--- config.mk ---
export PLATFORM = sky130hd
export DESIGN_NAME = vls_lane_seq
export DESIGN_NICKNAME = d
export VERILOG_FILES = /design/src/rtl/vls_pkg.sv /design/src/rtl/vls_lane_alu.sv /design/src/rtl/vls_pass_ctrl.sv /design/src/rtl/vls_lane_seq.sv
export SDC_FILE = /design/constraint.sdc
export NUM_CORES = 1
export LEC_CHECK = 0
export CORE_AREA = 2 2 199 201
export CTS_BUF_LIST = sky130_fd_sc_hd__clkbuf_16
export DETAILED_ROUTE_END_ITERATION = 6
export DIE_AREA = 0 0 201 203
export GPL_ROUTABILITY_DRIVEN = 1
export HOLD_SLACK_MARGIN = 0.05
export PLACE_DENSITY_LB_ADDON = 0.15
export SYNTH_ARGS = -nofsm -noshare
export SYNTH_HDL_FRONTEND = slang
export SYNTH_SLANG_ARGS = --single-unit
--- constraint.sdc ---
create_clock -name clk_i -period 4.8 [get_ports clk_i]
set_input_delay 1.2 -clock clk_i [delete_from_list [all_inputs] [get_ports clk_i]]
set_output_delay 1.2 -clock clk_i [all_outputs]
set_load 0.02 [all_outputs]
--- src/rtl/vls_pkg.sv ---
package vls_pkg;
  localparam int unsigned OP_W = 3;
  typedef enum logic [OP_W-1:0] {
    OP_ADD = 3'd0,
    OP_SUB = 3'd1,
    OP_AND = 3'd2,
    OP_OR  = 3'd3,
    OP_XOR = 3'd4
  } vls_op_e;
endpackage

--- src/rtl/vls_lane_alu.sv ---
module vls_lane_alu #(
  parameter int unsigned DATA_W = 32
) (
  input  logic                     en_i,
  input  logic [vls_pkg::OP_W-1:0] op_i,
  input  logic [DATA_W-1:0]        a_i,
  input  logic [DATA_W-1:0]        b_i,
  output logic [DATA_W-1:0]        y_o
);
  import vls_pkg::*;

  always_comb begin
    y_o = '0;
    if (en_i) begin
      case (op_i)
        OP_ADD:  y_o = a_i + b_i;
        OP_SUB:  y_o = a_i - b_i;
        OP_AND:  y_o = a_i & b_i;
        OP_OR:   y_o = a_i | b_i;
        OP_XOR:  y_o = a_i ^ b_i;
        default: y_o = '0;
      endcase
    end
  end
endmodule

--- src/rtl/vls_pass_ctrl.sv ---
module vls_pass_ctrl #(
  parameter int unsigned LANES = 4,
  parameter int unsigned LEN_W = 5
) (
  input  logic             clk_i,
  input  logic             rst_ni,
  input  logic             start_i,
  input  logic [LEN_W-1:0] vlen_i,
  output logic             busy_o,
  output logic             accept_o,
  output logic             zero_done_o,
  output logic             last_o,
  output logic [LEN_W-1:0] base_o,
  output logic [LANES-1:0] mask_o
);
  localparam int unsigned CNT_W = LEN_W + 1;

  logic             busy_q;
  logic [LEN_W-1:0] len_q;
  logic [LEN_W-1:0] base_q;
  logic [CNT_W-1:0] rem_w;

  assign accept_o    = start_i && !busy_q;
  assign zero_done_o = accept_o && (vlen_i == '0);
  assign rem_w       = {1'b0, len_q} - {1'b0, base_q};
  assign last_o      = busy_q && (({1'b0, base_q} + CNT_W'(LANES)) >= {1'b0, len_q});
  assign busy_o      = busy_q;
  assign base_o      = base_q;

  // lane l live while at least l+1 elements remain
  for (genvar l = 0; l < LANES; l++) begin : g_mask
    assign mask_o[l] = busy_q && (rem_w > CNT_W'(l));
  end

  always_ff @(posedge clk_i or negedge rst_ni) begin
    if (!rst_ni) begin
      busy_q <= 1'b0;
      len_q  <= '0;
      base_q <= '0;
    end else if (accept_o) begin
      if (vlen_i != '0) begin
        busy_q <= 1'b1;
        len_q  <= vlen_i;
        base_q <= '0;
      end
    end else if (busy_q) begin
      if (last_o) busy_q <= 1'b0;
      else        base_q <= base_q + LEN_W'(LANES);
    end
  end
endmodule

--- src/rtl/vls_lane_seq.sv ---
module vls_lane_seq #(
  parameter int unsigned LANES   = 4,
  parameter int unsigned DATA_W  = 32,
  parameter int unsigned MAX_LEN = 31,
  localparam int unsigned LEN_W  = $clog2(MAX_LEN + 1),
  localparam int unsigned BUS_W  = LANES * DATA_W
) (
  input  logic                     clk_i,
  input  logic                     rst_ni,
  input  logic                     start_i,
  input  logic [LEN_W-1:0]         vlen_i,
  input  logic [vls_pkg::OP_W-1:0] opcode_i,
  output logic                     busy_o,
  output logic [LEN_W-1:0]         elem_idx_o,
  input  logic [BUS_W-1:0]         a_i,
  input  logic [BUS_W-1:0]         b_i,
  output logic                     res_valid_o,
  output logic [LEN_W-1:0]         res_idx_o,
  output logic [LANES-1:0]         lane_en_o,
  output logic [BUS_W-1:0]         res_o,
  output logic                     done_o
);
  logic                     accept_w, zero_done_w, last_w, busy_w;
  logic [LEN_W-1:0]         base_w;
  logic [LANES-1:0]         mask_w;
  logic [BUS_W-1:0]         alu_w;
  logic [vls_pkg::OP_W-1:0] op_q;

  vls_pass_ctrl #(.LANES(LANES), .LEN_W(LEN_W)) u_ctrl (
    .clk_i       (clk_i),
    .rst_ni      (rst_ni),
    .start_i     (start_i),
    .vlen_i      (vlen_i),
    .busy_o      (busy_w),
    .accept_o    (accept_w),
    .zero_done_o (zero_done_w),
    .last_o      (last_w),
    .base_o      (base_w),
    .mask_o      (mask_w)
  );

  for (genvar l = 0; l < LANES; l++) begin : g_lane
    vls_lane_alu #(.DATA_W(DATA_W)) u_alu (
      .en_i (mask_w[l]),
      .op_i (op_q),
      .a_i  (a_i[l*DATA_W +: DATA_W]),
      .b_i  (b_i[l*DATA_W +: DATA_W]),
      .y_o  (alu_w[l*DATA_W +: DATA_W])
    );
  end

  always_ff @(posedge clk_i or negedge rst_ni) begin
    if (!rst_ni) begin
      op_q        <= '0;
      res_valid_o <= 1'b0;
      res_idx_o   <= '0;
      lane_en_o   <= '0;
      res_o       <= '0;
      done_o      <= 1'b0;
    end else begin
      if (accept_w) op_q <= opcode_i;
      res_valid_o <= busy_w;
      res_idx_o   <= base_w;
      lane_en_o   <= mask_w;
      res_o       <= alu_w;
      done_o      <= zero_done_w || last_w;
    end
  end

  assign busy_o     = busy_w;
  assign elem_idx_o = base_w;
endmodule

After elaboration in Yosys (flattened, before gate mapping)
Index checks and enable logic that the tools add are counted.

operators by class
  add/subtract/negate cells = 11
  magnitude comparators = 5
  eq/ne operators = 6
  muxes and demuxes = 16
  bitwise operators = 12
  reductions and logical operators = 15

operators with widths
  operator                                                                          count
  32-bit one-hot mux with 5 select lines                                            4
  32-bit adder                                                                      4
  32-bit AND                                                                        4
  32-bit 2-to-1 mux                                                                 4
  32-bit OR                                                                         4
  32-bit subtractor                                                                 4
  32-bit XOR                                                                        4
  5-bit 2-to-1 mux                                                                  4
  6-bit by 1-bit greater-than comparator with 1-bit output (second input constant)  2
  6-bit by 2-bit greater-than comparator with 1-bit output (second input constant)  2
  1-bit logical AND                                                                 7
  5-bit by 3-bit adder with 6-bit output (second input constant)                    1
  3-bit by 2-bit == test with 1-bit output (second input constant)                  2
  6-bit by 5-bit >= comparator with 1-bit output                                    1
  5-bit by 5-bit subtractor with 6-bit output                                       1
  5-bit by 3-bit adder with 5-bit output (second input constant)                    1
  5-bit logical NOT                                                                 1
  5-bit nonzero test                                                                1
  1-bit 2-to-1 mux                                                                  4
  3-bit by 1-bit == test with 1-bit output (second input constant)                  1
  3-bit == test (second input constant)                                             1
  3-bit logical NOT                                                                 1
  3-bit AND reduction                                                               1
  2-bit by 1-bit inequality test with 1-bit output (second input constant)          1
  5 further kinds                                                                   5

word-level totals
  register bits = 153
  output and inout port bits = 145

Logic depth before layout (Yosys ltp)
  word-level depth = 6
  depth in mapped cells = 20
  gate-level depth less buffers = 20

Cells and area by module
From an unflattened synthesis, not the netlist that was laid out.

unflattened totals
  cell total of the unflattened synthesis = 2723
  area, all modules = 21344.2 um^2

by module, submodules not included
  module                           times used  cells an instance  area each (um^2)  seq. area each (um^2)
  vls_lane_alu at g_lane[0].u_alu  1           624                4307.9            0.0
  vls_lane_alu at g_lane[2].u_alu  1           624                4260.3            0.0
  vls_lane_alu at g_lane[1].u_alu  1           630                4244.1            0.0
  vls_lane_alu at g_lane[3].u_alu  1           619                4226.6            0.0
  vls_lane_seq                     1           146                3593.4            3553.4
  vls_pass_ctrl                    1           80                 711.9             225.2

Least setup slack after synthesis
OpenSTA, ideal clock, no wires.

  path type = in2reg
  start = in b_i[0]
  end = reg res_o[30]
  setup time = 0.135 ns
  data arrival time = 5.036 ns
  required time = 4.665 ns
  path slack = -0.371 ns
  cell stages on the path = 16
  buffers on the path = 0
  cell sequence = or4_1 nor4_1 nand2_1 or4_1 nand2_1 xnor2_1 ha_1 and2_1 a2111oi_0 o211ai_1 o21ai_0 a31oi_1 a31o_2 a311oi_1 xor2_1 o22ai_1

on the way
  word-level cells in the longest chain between the ends = 3

ends and longest elaborated chain
  element                                                   RTL line                                source
  start: declaration                                        vls_lane_seq.sv:16                      input logic [BUS_W-1:0] b_i,
  32-bit subtractor / 32-bit adder (equally long branches)  vls_lane_alu.sv:17, vls_lane_alu.sv:16
  32-bit one-hot mux with 5 select lines (*)                vls_lane_alu.sv:15                      case (op_i)
  32-bit 2-to-1 mux (*)                                     vls_lane_alu.sv:14                      if (en_i) begin
  named net alu_w[30]                                       vls_lane_seq.sv:26                      logic [BUS_W-1:0] alu_w;
  end signal: assignment                                    vls_lane_seq.sv:65                      res_o <= alu_w;
  end: declaration                                          vls_lane_seq.sv:20                      output logic [BUS_W-1:0] res_o,

The timed path passes the listed nets; every way through them passes the cells marked *.
A chain may end at the register's enable or synchronous reset.

Worst setup path in the final report
  start = in b_i[100]
  end = reg res_o[125]

Same word-level chain as after synthesis.

==> impl_metrics.env <==
export IMPL_multi_input_area_sq_mm=0.0158
export IMPL_grt_max_degree=91
export IMPL_h_tree_depth=4
export IMPL_worstPathRequired_ns=5.18
export IMPL_ant_nets=0
export IMPL_slew_headroom=0.263
export IMPL_grt_overflow=0
export IMPL_fp_dieH_um=203
export IMPL_global_route_usage_met3=0.0621
export IMPL_portBuffers=407
export IMPL_slew_viol_final=0
export IMPL_final_cell_mix="buf_4 (446), ha_1 (389), clkdlybuf4s50_1 (386)"
export IMPL_die_width_um=201
export IMPL_r2r_cells=15
export IMPL_hold_buffers=0
export IMPL_layout_commonest_cell="buf_4"
export IMPL_rows=72
export IMPL_violations="design-rule violations, negative setup slack"
export IMPL_fill_cells=2834
export IMPL_regToRegSetupSlack_ns=0.45
export IMPL_grt_usage=0.349
export IMPL_nNetsFinal=4048
export IMPL_busiest_layer="met2"
export IMPL_finalNonFillerCells=3926
export IMPL_status="finished with violations"
export IMPL_setup_ws_ns=-0.00253
export IMPL_clk_pin_slew_ns=0.07
export IMPL_finClkSkew_ns=0.00906
export IMPL_gp_congestion=0.953
export IMPL_clk_latency_ns=0.47
export IMPL_place_inst=3839
export IMPL_place_ws_ns=-0.737
export IMPL_worstMarginPinSlew_ns=1.10
export IMPL_start_util=0.536
export IMPL_p_leak_uw=0.0147
export IMPL_syn_avg_cell_area_sq_um=7.87
export IMPL_rsz0062_at_grt="yes"
export IMPL_numCtsBuffers=17
export IMPL_cp_data_arrival_time_ns=5.18
export IMPL_areaGrowthSynthToFinish_pct=43.2
export IMPL_peakVddDrop_v=0.000377
export IMPL_synth_seq_cells=149
export IMPL_ys_flop_type="dfrtp_1"
export IMPL_clockRootBuffer="clkbuf_16"
export IMPL_vias=23000
export IMPL_cts_tree="done"
export IMPL_antenna_found_initial=14
export IMPL_cts_sinks=149
export IMPL_regArea_sq_mm=0.00373
export IMPL_start_kind="primary input"
export IMPL_grtUsageMet2=0.606
export IMPL_hold_viol_final=0
export IMPL_wl_per_cell_um=18.8
export IMPL_coreArea_sq_mm=0.0385
export IMPL_grt_first_pass_wirelength_um=116000
export IMPL_hpwl_um=55800
export IMPL_io_pins=412
export IMPL_fmax_mhz=208
export IMPL_finalCritPeriodShare=1.00
export IMPL_worst_setup_path_type="primary input to register"
export IMPL_ys_seq_area_frac=0.181
export IMPL_finalSetupViolations=1
export IMPL_path_max_fanout=5
export IMPL_hold_path_class="register to register"
export IMPL_holdPathStages=2
export IMPL_drv_cap=0
export IMPL_die_area_sq_mm=0.0408
export IMPL_wirelength_um=73900
export IMPL_drive_gt1_frac=0.183
export IMPL_power_density_mw_per_mm2=547
export IMPL_viasPerCell=5.85
export IMPL_grt_met1_usage=0.416
export IMPL_drt_iter0_drc=1869
export IMPL_ys_warn_count=0
export IMPL_whs_ns=0.514
export IMPL_period_minus_slack_ns=4.80
export IMPL_synthCells=2620
export IMPL_async_flop_share=1.00
export IMPL_synth_edff_count=0
export IMPL_drt_pass1_iter_count=7
export IMPL_yosys_cell_types_count=75
export IMPL_drc=34
export IMPL_clk_path_buf_depth=2
export IMPL_synth_area_sq_mm=0.0206
export IMPL_final_util=0.768
export IMPL_worst_setup_path_end_kind="register"
export IMPL_grt_pass1_vias=23000
[path summary, 6_finish.rpt]
check                                             from                     endpoint
hold / removal             u_ctrl.len_q[1]$_DFFE_PN0P_  u_ctrl.len_q[1]$_DFFE_PN0P_
max in group asynchronous                       rst_ni          res_o[51]$_DFF_PN0_
min in group asynchronous                       rst_ni         res_o[114]$_DFF_PN0_
hold reg to reg            u_ctrl.len_q[1]$_DFFE_PN0P_  u_ctrl.len_q[1]$_DFFE_PN0P_
setup reg to reg                   op_q[2]$_DFFE_PN0P_          res_o[88]$_DFF_PN0_
setup / recovery                              b_i[100]         res_o[125]$_DFF_PN0_
[routing by layer]
metal	up-vias	wire length [um]	share of wire
li1	10800	-	-
met1	10900	29300	0.40
met2	1058	35700	0.48
met3	201	5700	0.077
met4	8	3130	0.042
met5	-	49	0.00066
[sequential cells by signal (all words and copies together), names as in the netlist]
signal,count
op_q,3
u_ctrl.len_q,5
lane_en_o,4
res_o,128
res_valid_o,1
u_ctrl.busy_o,1
u_ctrl.base_o,3
done_o,1
res_idx_o,3
[through the flow]
stage	total power, uW	TNS (ns)	instance area [sq um]
final	16200	-0.00253	29500
after global routing	17300	-1.13	29500
after global placement	13800	-27.97	28100
after floorplan	9350	-0.0904	20800
after detailed placement	14100	-31.47	28100
after CTS	15700	0	29000
[synthesized netlist by cell type, drive strengths merged, types with 11 or more instances]
library cell | number | share of area
xnor2 | 169 | 0.072
nor2 | 294 | 0.054
nand3 | 34 | 0.0083
o22ai | 22 | 0.0067
o211ai | 11 | 0.0040
ha | 393 | 0.24
dfrtp | 149 | 0.18
nand2 | 120 | 0.022
or3 | 17 | 0.0054
o21a | 26 | 0.0095
a222oi | 71 | 0.034
xor2 | 47 | 0.020
and3 | 20 | 0.0061
a21oi | 235 | 0.057
mux2i | 42 | 0.020
a211oi | 49 | 0.018
clkbuf | 96 | 0.017
and2 | 14 | 0.0042
a21o | 66 | 0.024
nor2b | 17 | 0.0052
o31ai | 24 | 0.0087
nand4 | 22 | 0.0067
nor4 | 18 | 0.0065
inv | 323 | 0.059
nor3 | 24 | 0.0066
o21ai | 104 | 0.025
buf | 23 | 0.0049
a31oi | 32 | 0.0097
nand2b | 13 | 0.0047
[cell families after synthesis]
group	synth area share
flops	0.181
mux	0.0220
simple gates	0.145
other cells	0.000364
buf+inv	0.0812
xor+xnor	0.0918
compound gates	0.236
fa+ha+maj	0.242
[power by group]
part	switching, uW	internal (uW)	total, uW
sequential	265	1790	2060
clock	658	724	1380
combinational	6970	5750	12700
total	7890	8260	16200
[area by class of cell]
cell class | count | area share
inverters | 323 | 0.0411
repair buffers | 860 | 0.255
flip-flops and latches | 149 | 0.126
diodes | 11 | 0.000932
well taps | 518 | 0.0219
clock buffers | 17 | 0.0144
clock inverters | 15 | 0.00491
multi-input cells | 2033 | 0.536
[worst max-delay path: stages]
cell	delay, ns
buf_6	0.09
or4_4	0.53
or3_4	0.43
nor3_4	0.29
buf_4	0.16
buf_4	0.09
a21oi_1	0.07
xnor2_1	0.15
ha_1	0.30
buf_4	0.14
nand2_1	0.06
o21a_1	0.20
o21ai_1	0.13
a311o_1	0.22
o2111ai_2	0.15
o21ai_2	0.23
a31oi_1	0.13
or4_1	0.53
o211ai_1	0.09
[repair_timing]
item,4_1_cts,5_1_grt
pin swaps,56,81
endpoints found under the setup margin,32,49
gates resized for setup,54,96
buffers inserted,17,27
cloned,0,0
Power figures use the tool's default switching activity.
